--- config.mk ---
export PLATFORM = sky130hd
export DESIGN_NAME = icu_routed_irq
export DESIGN_NICKNAME = d
export VERILOG_FILES = /design/src/rtl/icu_pkg.sv /design/src/rtl/icu_mask_reg.sv /design/src/rtl/icu_route_bank.sv /design/src/rtl/icu_line_merge.sv /design/src/rtl/icu_routed_irq.sv
export SDC_FILE = /design/constraint.sdc
export NUM_CORES = 1
export LEC_CHECK = 0
export ABC_CLOCK_PERIOD_IN_PS = 4800
export BUFFER_PORTS_ARGS = -buffer_cell sky130_fd_sc_hd__buf_2
export CORE_MARGIN = 2
export CORE_UTILIZATION = 64
export DETAILED_ROUTE_END_ITERATION = 10
export PLACE_DENSITY = 0.95
export SYNTH_ARGS = -nofsm -noshare
export SYNTH_HDL_FRONTEND = slang
export SYNTH_SLANG_ARGS = --single-unit
--- constraint.sdc ---
create_clock -name clk -period 4.8 [get_ports clk]
set_input_delay 0.96 -clock clk [delete_from_list [all_inputs] [get_ports clk]]
set_output_delay 0.96 -clock clk [all_outputs]
set_load 0.01 [all_outputs]
--- src/rtl/icu_pkg.sv ---
package icu_pkg;

    localparam int unsigned ADR_MASK     = 0;
    localparam int unsigned ADR_MASK_SET = 1;
    localparam int unsigned ADR_MASK_CLR = 2;
    localparam int unsigned ADR_STATUS   = 3;
    localparam int unsigned ADR_PEND     = 4;
    localparam int unsigned ADR_ROUTE0   = 5;

    // Default line code per source; source 15 depends on the variant input.
    function automatic logic [3:0] route_reset_field(input int src, input logic variant);
        logic [3:0] code;
        case (src)
            31:                 code = 4'd3;
            29:                 code = 4'd6;
            30, 28, 27, 26, 25: code = 4'd2;
            24, 23:             code = 4'd5;
            20:                 code = 4'd4;
            15:                 code = variant ? 4'd5 : 4'd0;
            default:            code = 4'd0;
        endcase
        return code;
    endfunction

endpackage

--- src/rtl/icu_mask_reg.sv ---
module icu_mask_reg
    import icu_pkg::*;
#(
    parameter int unsigned SRC_N  = 32,
    parameter int unsigned DATA_W = 32,
    parameter int unsigned ADDR_W = 4
) (
    input  logic              clk,
    input  logic              rst_n,
    input  logic              wr_en_i,
    input  logic [ADDR_W-1:0] addr_i,
    input  logic [DATA_W-1:0] wdata_i,
    output logic [SRC_N-1:0]  mask_o
);

    logic [SRC_N-1:0] wbits;
    assign wbits = wdata_i[SRC_N-1:0];

    always_ff @(posedge clk) begin
        if (!rst_n) begin
            mask_o <= '0;
        end else if (wr_en_i) begin
            if (addr_i == ADDR_W'(ADR_MASK))
                mask_o <= wbits;
            else if (addr_i == ADDR_W'(ADR_MASK_SET))
                mask_o <= mask_o | wbits;
            else if (addr_i == ADDR_W'(ADR_MASK_CLR))
                mask_o <= mask_o & ~wbits;
        end
    end

endmodule

--- src/rtl/icu_route_bank.sv ---
module icu_route_bank
    import icu_pkg::*;
#(
    parameter int unsigned SRC_N   = 32,
    parameter int unsigned FIELD_W = 4,
    parameter int unsigned DATA_W  = 32,
    parameter int unsigned ADDR_W  = 4
) (
    input  logic                     clk,
    input  logic                     rst_n,
    input  logic                     variant_i,
    input  logic                     wr_en_i,
    input  logic [ADDR_W-1:0]        sel_i,
    input  logic [DATA_W-1:0]        wdata_i,
    output logic [SRC_N*FIELD_W-1:0] route_o
);

    localparam int unsigned FPR = DATA_W / FIELD_W;

    for (genvar s = 0; s < SRC_N; s++) begin : g_field
        localparam int unsigned REG_IDX = s / FPR;
        localparam int unsigned SLOT    = s % FPR;
        always_ff @(posedge clk) begin
            if (!rst_n)
                route_o[s*FIELD_W +: FIELD_W] <= FIELD_W'(route_reset_field(s, variant_i));
            else if (wr_en_i && sel_i == ADDR_W'(REG_IDX))
                route_o[s*FIELD_W +: FIELD_W] <= wdata_i[SLOT*FIELD_W +: FIELD_W];
        end
    end

endmodule

--- src/rtl/icu_line_merge.sv ---
module icu_line_merge #(
    parameter int unsigned SRC_N     = 32,
    parameter int unsigned FIELD_W   = 4,
    parameter int unsigned LINE_N    = 6,
    parameter int unsigned LINE_BASE = 2
) (
    input  logic [SRC_N-1:0]         pend_i,
    input  logic [SRC_N*FIELD_W-1:0] route_i,
    output logic [LINE_N-1:0]        line_o
);

    for (genvar l = 0; l < LINE_N; l++) begin : g_line
        logic hit;
        always_comb begin
            hit = 1'b0;
            for (int s = 0; s < SRC_N; s++) begin
                if (pend_i[s] && route_i[s*FIELD_W +: FIELD_W] == FIELD_W'(LINE_BASE + l))
                    hit = 1'b1;
            end
        end
        assign line_o[l] = hit;
    end

endmodule

--- src/rtl/icu_routed_irq.sv ---
module icu_routed_irq
    import icu_pkg::*;
#(
    parameter int unsigned SRC_N     = 32,
    parameter int unsigned FIELD_W   = 4,
    parameter int unsigned DATA_W    = 32,
    parameter int unsigned ADDR_W    = 4,
    parameter int unsigned LINE_N    = 6,
    parameter int unsigned LINE_BASE = 2
) (
    input  logic              clk,
    input  logic              rst_n,
    input  logic              variant_i,
    input  logic [SRC_N-1:0]  src_i,
    input  logic              wr_en_i,
    input  logic [ADDR_W-1:0] addr_i,
    input  logic [DATA_W-1:0] wdata_i,
    output logic [DATA_W-1:0] rdata_o,
    output logic [LINE_N-1:0] cpu_irq_o
);

    localparam int unsigned FPR        = DATA_W / FIELD_W;
    localparam int unsigned ROUTE_REGS = (SRC_N + FPR - 1) / FPR;

    logic [SRC_N-1:0]         mask_q;
    logic [SRC_N-1:0]         status_q;
    logic [SRC_N-1:0]         pend;
    logic [SRC_N*FIELD_W-1:0] route_flat;
    logic [ADDR_W-1:0]        route_idx;
    logic                     route_hit;

    always_ff @(posedge clk) begin
        if (!rst_n) status_q <= '0;
        else        status_q <= src_i;
    end

    assign pend      = mask_q & status_q;
    assign route_idx = addr_i - ADDR_W'(ADR_ROUTE0);
    assign route_hit = (addr_i >= ADDR_W'(ADR_ROUTE0)) &&
                       (addr_i <  ADDR_W'(ADR_ROUTE0 + ROUTE_REGS));

    icu_mask_reg #(
        .SRC_N (SRC_N),
        .DATA_W(DATA_W),
        .ADDR_W(ADDR_W)
    ) u_mask (
        .clk    (clk),
        .rst_n  (rst_n),
        .wr_en_i(wr_en_i),
        .addr_i (addr_i),
        .wdata_i(wdata_i),
        .mask_o (mask_q)
    );

    icu_route_bank #(
        .SRC_N  (SRC_N),
        .FIELD_W(FIELD_W),
        .DATA_W (DATA_W),
        .ADDR_W (ADDR_W)
    ) u_route (
        .clk      (clk),
        .rst_n    (rst_n),
        .variant_i(variant_i),
        .wr_en_i  (wr_en_i && route_hit),
        .sel_i    (route_idx),
        .wdata_i  (wdata_i),
        .route_o  (route_flat)
    );

    icu_line_merge #(
        .SRC_N    (SRC_N),
        .FIELD_W  (FIELD_W),
        .LINE_N   (LINE_N),
        .LINE_BASE(LINE_BASE)
    ) u_merge (
        .pend_i (pend),
        .route_i(route_flat),
        .line_o (cpu_irq_o)
    );

    always_comb begin
        rdata_o = '0;
        if (addr_i == ADDR_W'(ADR_MASK) || addr_i == ADDR_W'(ADR_MASK_SET) ||
            addr_i == ADDR_W'(ADR_MASK_CLR))
            rdata_o = DATA_W'(mask_q);
        else if (addr_i == ADDR_W'(ADR_STATUS))
            rdata_o = DATA_W'(status_q);
        else if (addr_i == ADDR_W'(ADR_PEND))
            rdata_o = DATA_W'(pend);
        else if (route_hit) begin
            for (int r = 0; r < ROUTE_REGS; r++) begin
                if (route_idx == ADDR_W'(r))
                    rdata_o = route_flat[r*DATA_W +: DATA_W];
            end
        end
    end

endmodule

==> qor.csv, run 1 <==
metric,value,unit
syn_area,0.0108,sq mm
drc,0,
nets,1482,
pwr-share-comb,0.085,
grt_pass1_wl,66.9,mm
vias_per_cell,7.32,
syn_nets,1424,
synth_top_cell_area_share,0.348,
pwr-share-clk,0.423,
endpoint_kind,primary output,
synth_cells,1352,
layout-drive-gt1-share,0.146,
stdcell_area,0.0120,sq mm
num_io_pins,110,
hp-class,flop to flop,
fp.dieW,134,um
clk_latency,440,ps
hold_viol,0,
status,completed,
skew,0,ps
power_leakage,4.34,nW
synthFlopType,dfxtp_1,
worst_setup_path_start_kind,input port,
rows,47,
ys_seq_area_frac,0.359,
synth_top_cell_by_area,dfxtp_1,
switching_share,0.279,
period_share,0.815,
crit_type,input port to primary output,
layout_common_cells,"nand2_1 (298), dfxtp_1 (188), buf_2 (108), a22oi_1 (67)",
synth_edf_count,4,
syn_area_per_cell,8.00,sq um
cts.sinks,192,
finalPower,3.47,mW
drt_iter0_markers,2295,
ir_drop,0.000301,V
power_frac_seq,0.493,
drt-total-wl,45.5,mm
cts_setup_buffers,0,
antenna_found_initial,1,
relSlewSlack,0.142,
holdCritStartpoint,u_route.route_o[119]$_SDFFE_PN0P_,
firstDrtPassIters,8,
clk_path_buf_depth,2,
path_clk_slew,80,ps
gr-usage-all-layers,0.496,
cap_violations,0,
final_common_cell,nand2_1,
power_density,289,mW/mm^2
layout_min_cycle_time,3910,ps
place_congestion,1.11,
ys_seq_elements,192,
p_switching,969,uW
cts_tree,built,
r2r_start,u_route.route_o[92]$_SDFFE_PN1P_,
setup_viol,0,
dieArea,0.0180,sq mm
wl_per_cell,27.7,um
ctsRootBufferMaster,clkbuf_16,
tns,0,ps
rsz0062_at_grt,false,
die_h,134,um
crit_path_max_fanout,27,
ys_types,62,
p_int,2.50,mW
port_buffers,109,
async_reset_ff_frac,0,
overflow,0,
diodes,0,
dr_total_vias,12000,
area_delta_synth_final,10.9,%
fmax,256,MHz
cts_resized,0,
htreeDepth,4,
ant_nets,0,
yosys_warnings,0,
synth.area.top_cells,"dfxtp_1 (35%), nand2_1 (10%), a22oi_1 (4.7%), a21boi_1 (4.1%), a21boi_0 (3.5%)",
place.detailed.hpwl,33.0,mm
core,0.0165,sq mm
max_slew.worst_pin.slew,1280,ps
critPathLaunch,addr_i[1],
holdBufCountCts,0,
required,3840,ps
crit_arrival,2950,ps
start_util,0.654,
slew_viol_final,0,
grt_pass1_vias,10900,
place_worst_setup_slack,983,ps
grt_max_degree,85,
dpl-instance-area,0.0114,sq mm
cts_made_buffers,17,
final_core_util,0.726,
setup_ws,890,ps
metrics by stage:
step                hold slack, ps  std cells
floorplan                      443       1352
global placement               473       1611
detailed placement             487       1611
CTS                            502       1643
global route                   523       1643
finish                         506       1643
layout make-up:
type | instances | area (sq um)
fill | 1269 | 4530
tap | 220 | 275
timing repair buffer | 136 | 751
multi-input combinational | 1046 | 6420
sequential | 192 | 3880
clock buffer | 18 | 429
inverter | 17 | 63.8
clock inverter | 14 | 170
worst max-delay path, cell delays in order:
cell      delay (ps)
buf_2            310
buf_4            370
nand2_2          200
nor3_4           170
buf_4            400
a222oi_1         200
o21ai_0          130
buf_2            170
cell usage after synthesis, types with 4 or more instances:
cell / instances
a21oi_1: 6
a31oi_1: 8
nand3_1: 27
a32o_1: 4
nor2_1: 40
nand4b_1: 34
a22oi_1: 67
a221oi_1: 5
a21boi_0: 51
nor3_1: 51
mux2_2: 27
nand2_1: 298
o22ai_1: 13
dfxtp_1: 188
nand2b_1: 19
a21boi_1: 59
edfxtp_1: 4
nor3b_1: 13
o32ai_1: 7
a211oi_1: 4
clkbuf_1: 48
nand3b_1: 11
a21o_1: 28
or3_1: 5
nor4b_1: 5
o21ai_0: 59
and3_1: 5
and2_1: 37
nor4_1: 24
o21ai_1: 6
inv_1: 17
nor2b_1: 39
nand4_1: 13
a2111oi_0: 6
buf_2: 28
nor4bb_1: 9
buf_4: 17
a222oi_1: 28
a311oi_1: 4
power groups by stage:
stage                     sequential, mW  clock (mW)  combinational [mW]
final                               1.71        1.47               0.293
after global routing                1.71        1.53               0.309
after CTS                           1.70        1.45               0.282
after detailed placement            1.74           0               0.280
after global placement              1.73           0               0.268
after floorplan                     1.70           0               0.173
kinds of logic (layout without fill, tap and decap cells):
logic type	count (synthesis)	after routing	share of synthesized area
flops	192	192	0.359
simple gates	651	651	0.312
compound gates	365	365	0.248
mux	30	30	0.0309
buf+inv	114	185	0.0503
layer usage:
layer,up-vias,global-route usage,routed length [um]
met5,-,0,8
met3,284,0.124,6610
met2,1163,0.771,19500
met1,5510,0.639,16100
met4,2,0.261,3290
li1,5062,-,-
worst paths after layout:
path / end / cells after the start / slack [ps]
max: rdata_o[10] / 8 / 890
min reg2reg: u_route.route_o[119]$_SDFFE_PN0P_ / 2 / 510
max reg2reg: u_route.route_o[92]$_SDFFE_PN1P_ / 2 / 3710
min: u_route.route_o[119]$_SDFFE_PN0P_ / 2 / 510
Power figures use the tool's default switching activity.
==> run 2: changes to the inputs <==
ABC_CLOCK_PERIOD_IN_PS = 3200   (was 4800)
CORE_UTILIZATION = 54   (was 64)
PLACE_DENSITY = 0.86   (was 0.95)
clock period = 3.2 ns   (was 4.8 ns; I/O delays follow)
==> run 2 against run 1 <==
Compared with the run above: setup slack worse by 880 ps; first-iteration DRC count decreased by 8.6%; global-route usage is 6.3 points lower; clock-buffer cell count is 1 higher; sequential power is 49% higher; die area is 18% higher; core utilization decreased by 9.2 points; total power increased by 52%; critical path depth shrank 1; clock skew unchanged; non-clock buffer count rose by 26; worst hold slack got worse by 110 ps; largest cell class unchanged.
==> qor.csv, run 2 (synthesis results as in run 1) <==
metric,value,unit
status,completed,
hold_path_depth,2,
max_slew.worst_pin.slew,892,ps
required,2560,ps
dr_total_vias,11900,
hold_viol,0,
worst_setup_path_start_kind,flop,
skew,0,ps
grt_pass1_wl,70.2,mm
power_leakage,4.50,nW
die_h,146,um
hold_ws,401,ps
grt_max_degree,85,
start_util,0.554,
cts_made_buffers,17,
cts_tree,built,
fp.dieW,146,um
post-place-cells,1681,
drc,0,
path_clk_slew,80,ps
core,0.0195,sq mm
drt-total-wl,46.5,mm
final_common_cell,nand2_1,
vias_per_cell,6.97,
antenna_found_initial,0,
layout_common_cells,"nand2_1 (298), dfxtp_1 (182), buf_2 (108), a22oi_1 (67)",
rows,51,
ant_nets,0,
ctsRootBufferMaster,clkbuf_16,
area_delta_synth_final,14.5,%
gr-usage-all-layers,0.433,
port_buffers,109,
place_congestion,1.10,
htreeDepth,4,
stdcell_count,1714,
place.detailed.hpwl,33.4,mm
hp-class,input port to flop,
endpoint_kind,primary output,
slew_viol_final,0,
power_density,427,mW/mm^2
setup_viol,0,
finalPower,5.28,mW
crit_arrival,2550,ps
clk_path_buf_depth,2,
fmax,313,MHz
drt_iter0_markers,2098,
firstDrtPassIters,7,
period_share,0.998,
clk_latency,430,ps
wl_per_cell,27.1,um
relSlewSlack,0.397,
crit_path_max_fanout,4,
r2r_cells,3,
nFillCells,1708,
cap_violations,0,
crit_type,flop to primary output,
cts.sinks,192,
grt_pass1_vias,11100,
dieArea,0.0212,sq mm
layout-drive-gt1-share,0.171,
nets,1508,
diodes,0,
overflow,0,
layout_min_cycle_time,3190,ps
ir_drop,0.000419,V
num_io_pins,110,
## run 2: worst paths after layout
path	start	to	slack (ps)
setup / recovery	u_route.route_o[55]$_SDFFE_PN0P_	cpu_irq_o[3]	7
hold / removal	src_i[24]	status_q[24]$_SDFF_PN0_	400
setup reg to reg	u_route.route_o[19]$_SDFFE_PN0P_	u_route.route_o[19]$_SDFFE_PN0P_	2210
hold reg to reg	u_route.route_o[111]$_SDFFE_PN0P_	u_route.route_o[111]$_SDFFE_PN0P_	500
## run 2: cell type report
type	count	area, sq um	share of cell area
Sequential cell	192	3890	0.314
Tap cell	265	332	0.0268
Clock inverter	13	166	0.0134
Timing Repair Buffer	162	996	0.0805
Multi-Input combinational cell	1046	6490	0.524
Inverter	17	63.8	0.00515
Clock buffer	19	443	0.0358
## run 2: layer usage
| layer | GRT usage | share of wire | up-vias |
|---|---|---|---|
| met5 | 0 | 0 | - |
| met4 | 0.195 | 0.057 | 0 |
| met3 | 0.0984 | 0.13 | 205 |
| met2 | 0.681 | 0.44 | 1018 |
| met1 | 0.570 | 0.38 | 5600 |
| li1 | - | - | 5121 |
## run 2: critical path, stage by stage, from the launching register on
cell and delay [ps]:
dfxtp_1 440, nand4b_1 210, nor3b_1 70, a2111oi_0 460
buf_4 220, nand4_1 100, or3_1 450, buf_2 160
## run 2: repair_timing
item                       CTS  global route
pin swaps                    0             1
resized for setup            6            14
setup endpoints to repair    3             6
buffers inserted             0             1
hold buffers                 0             0
## run 2: per-stage QoR
| step | setup WS [ps] | TNS (ps) | utilization | cell area, sq um |
|---|---|---|---|---|
| 3_5_place_dp | 260 | 0 | 0.599 | 11700 |
| 5_1_grt | -7.89 | -7.89 | 0.634 | 12400 |
| 2_1_floorplan | 695 | 0 | - | 10800 |
| 4_1_cts | 13.2 | 0 | 0.631 | 12300 |
| 3_3_place_gp | 297 | 0 | 0.599 | 11700 |
| 6_report | 7.31 | 0 | 0.634 | 12400 |
## run 2: power breakdown
part           internal (mW)  total, mW  switching [mW]
sequential              2.45       2.55           0.102
clock                   1.21       2.27            1.06
combinational          0.183      0.459           0.276
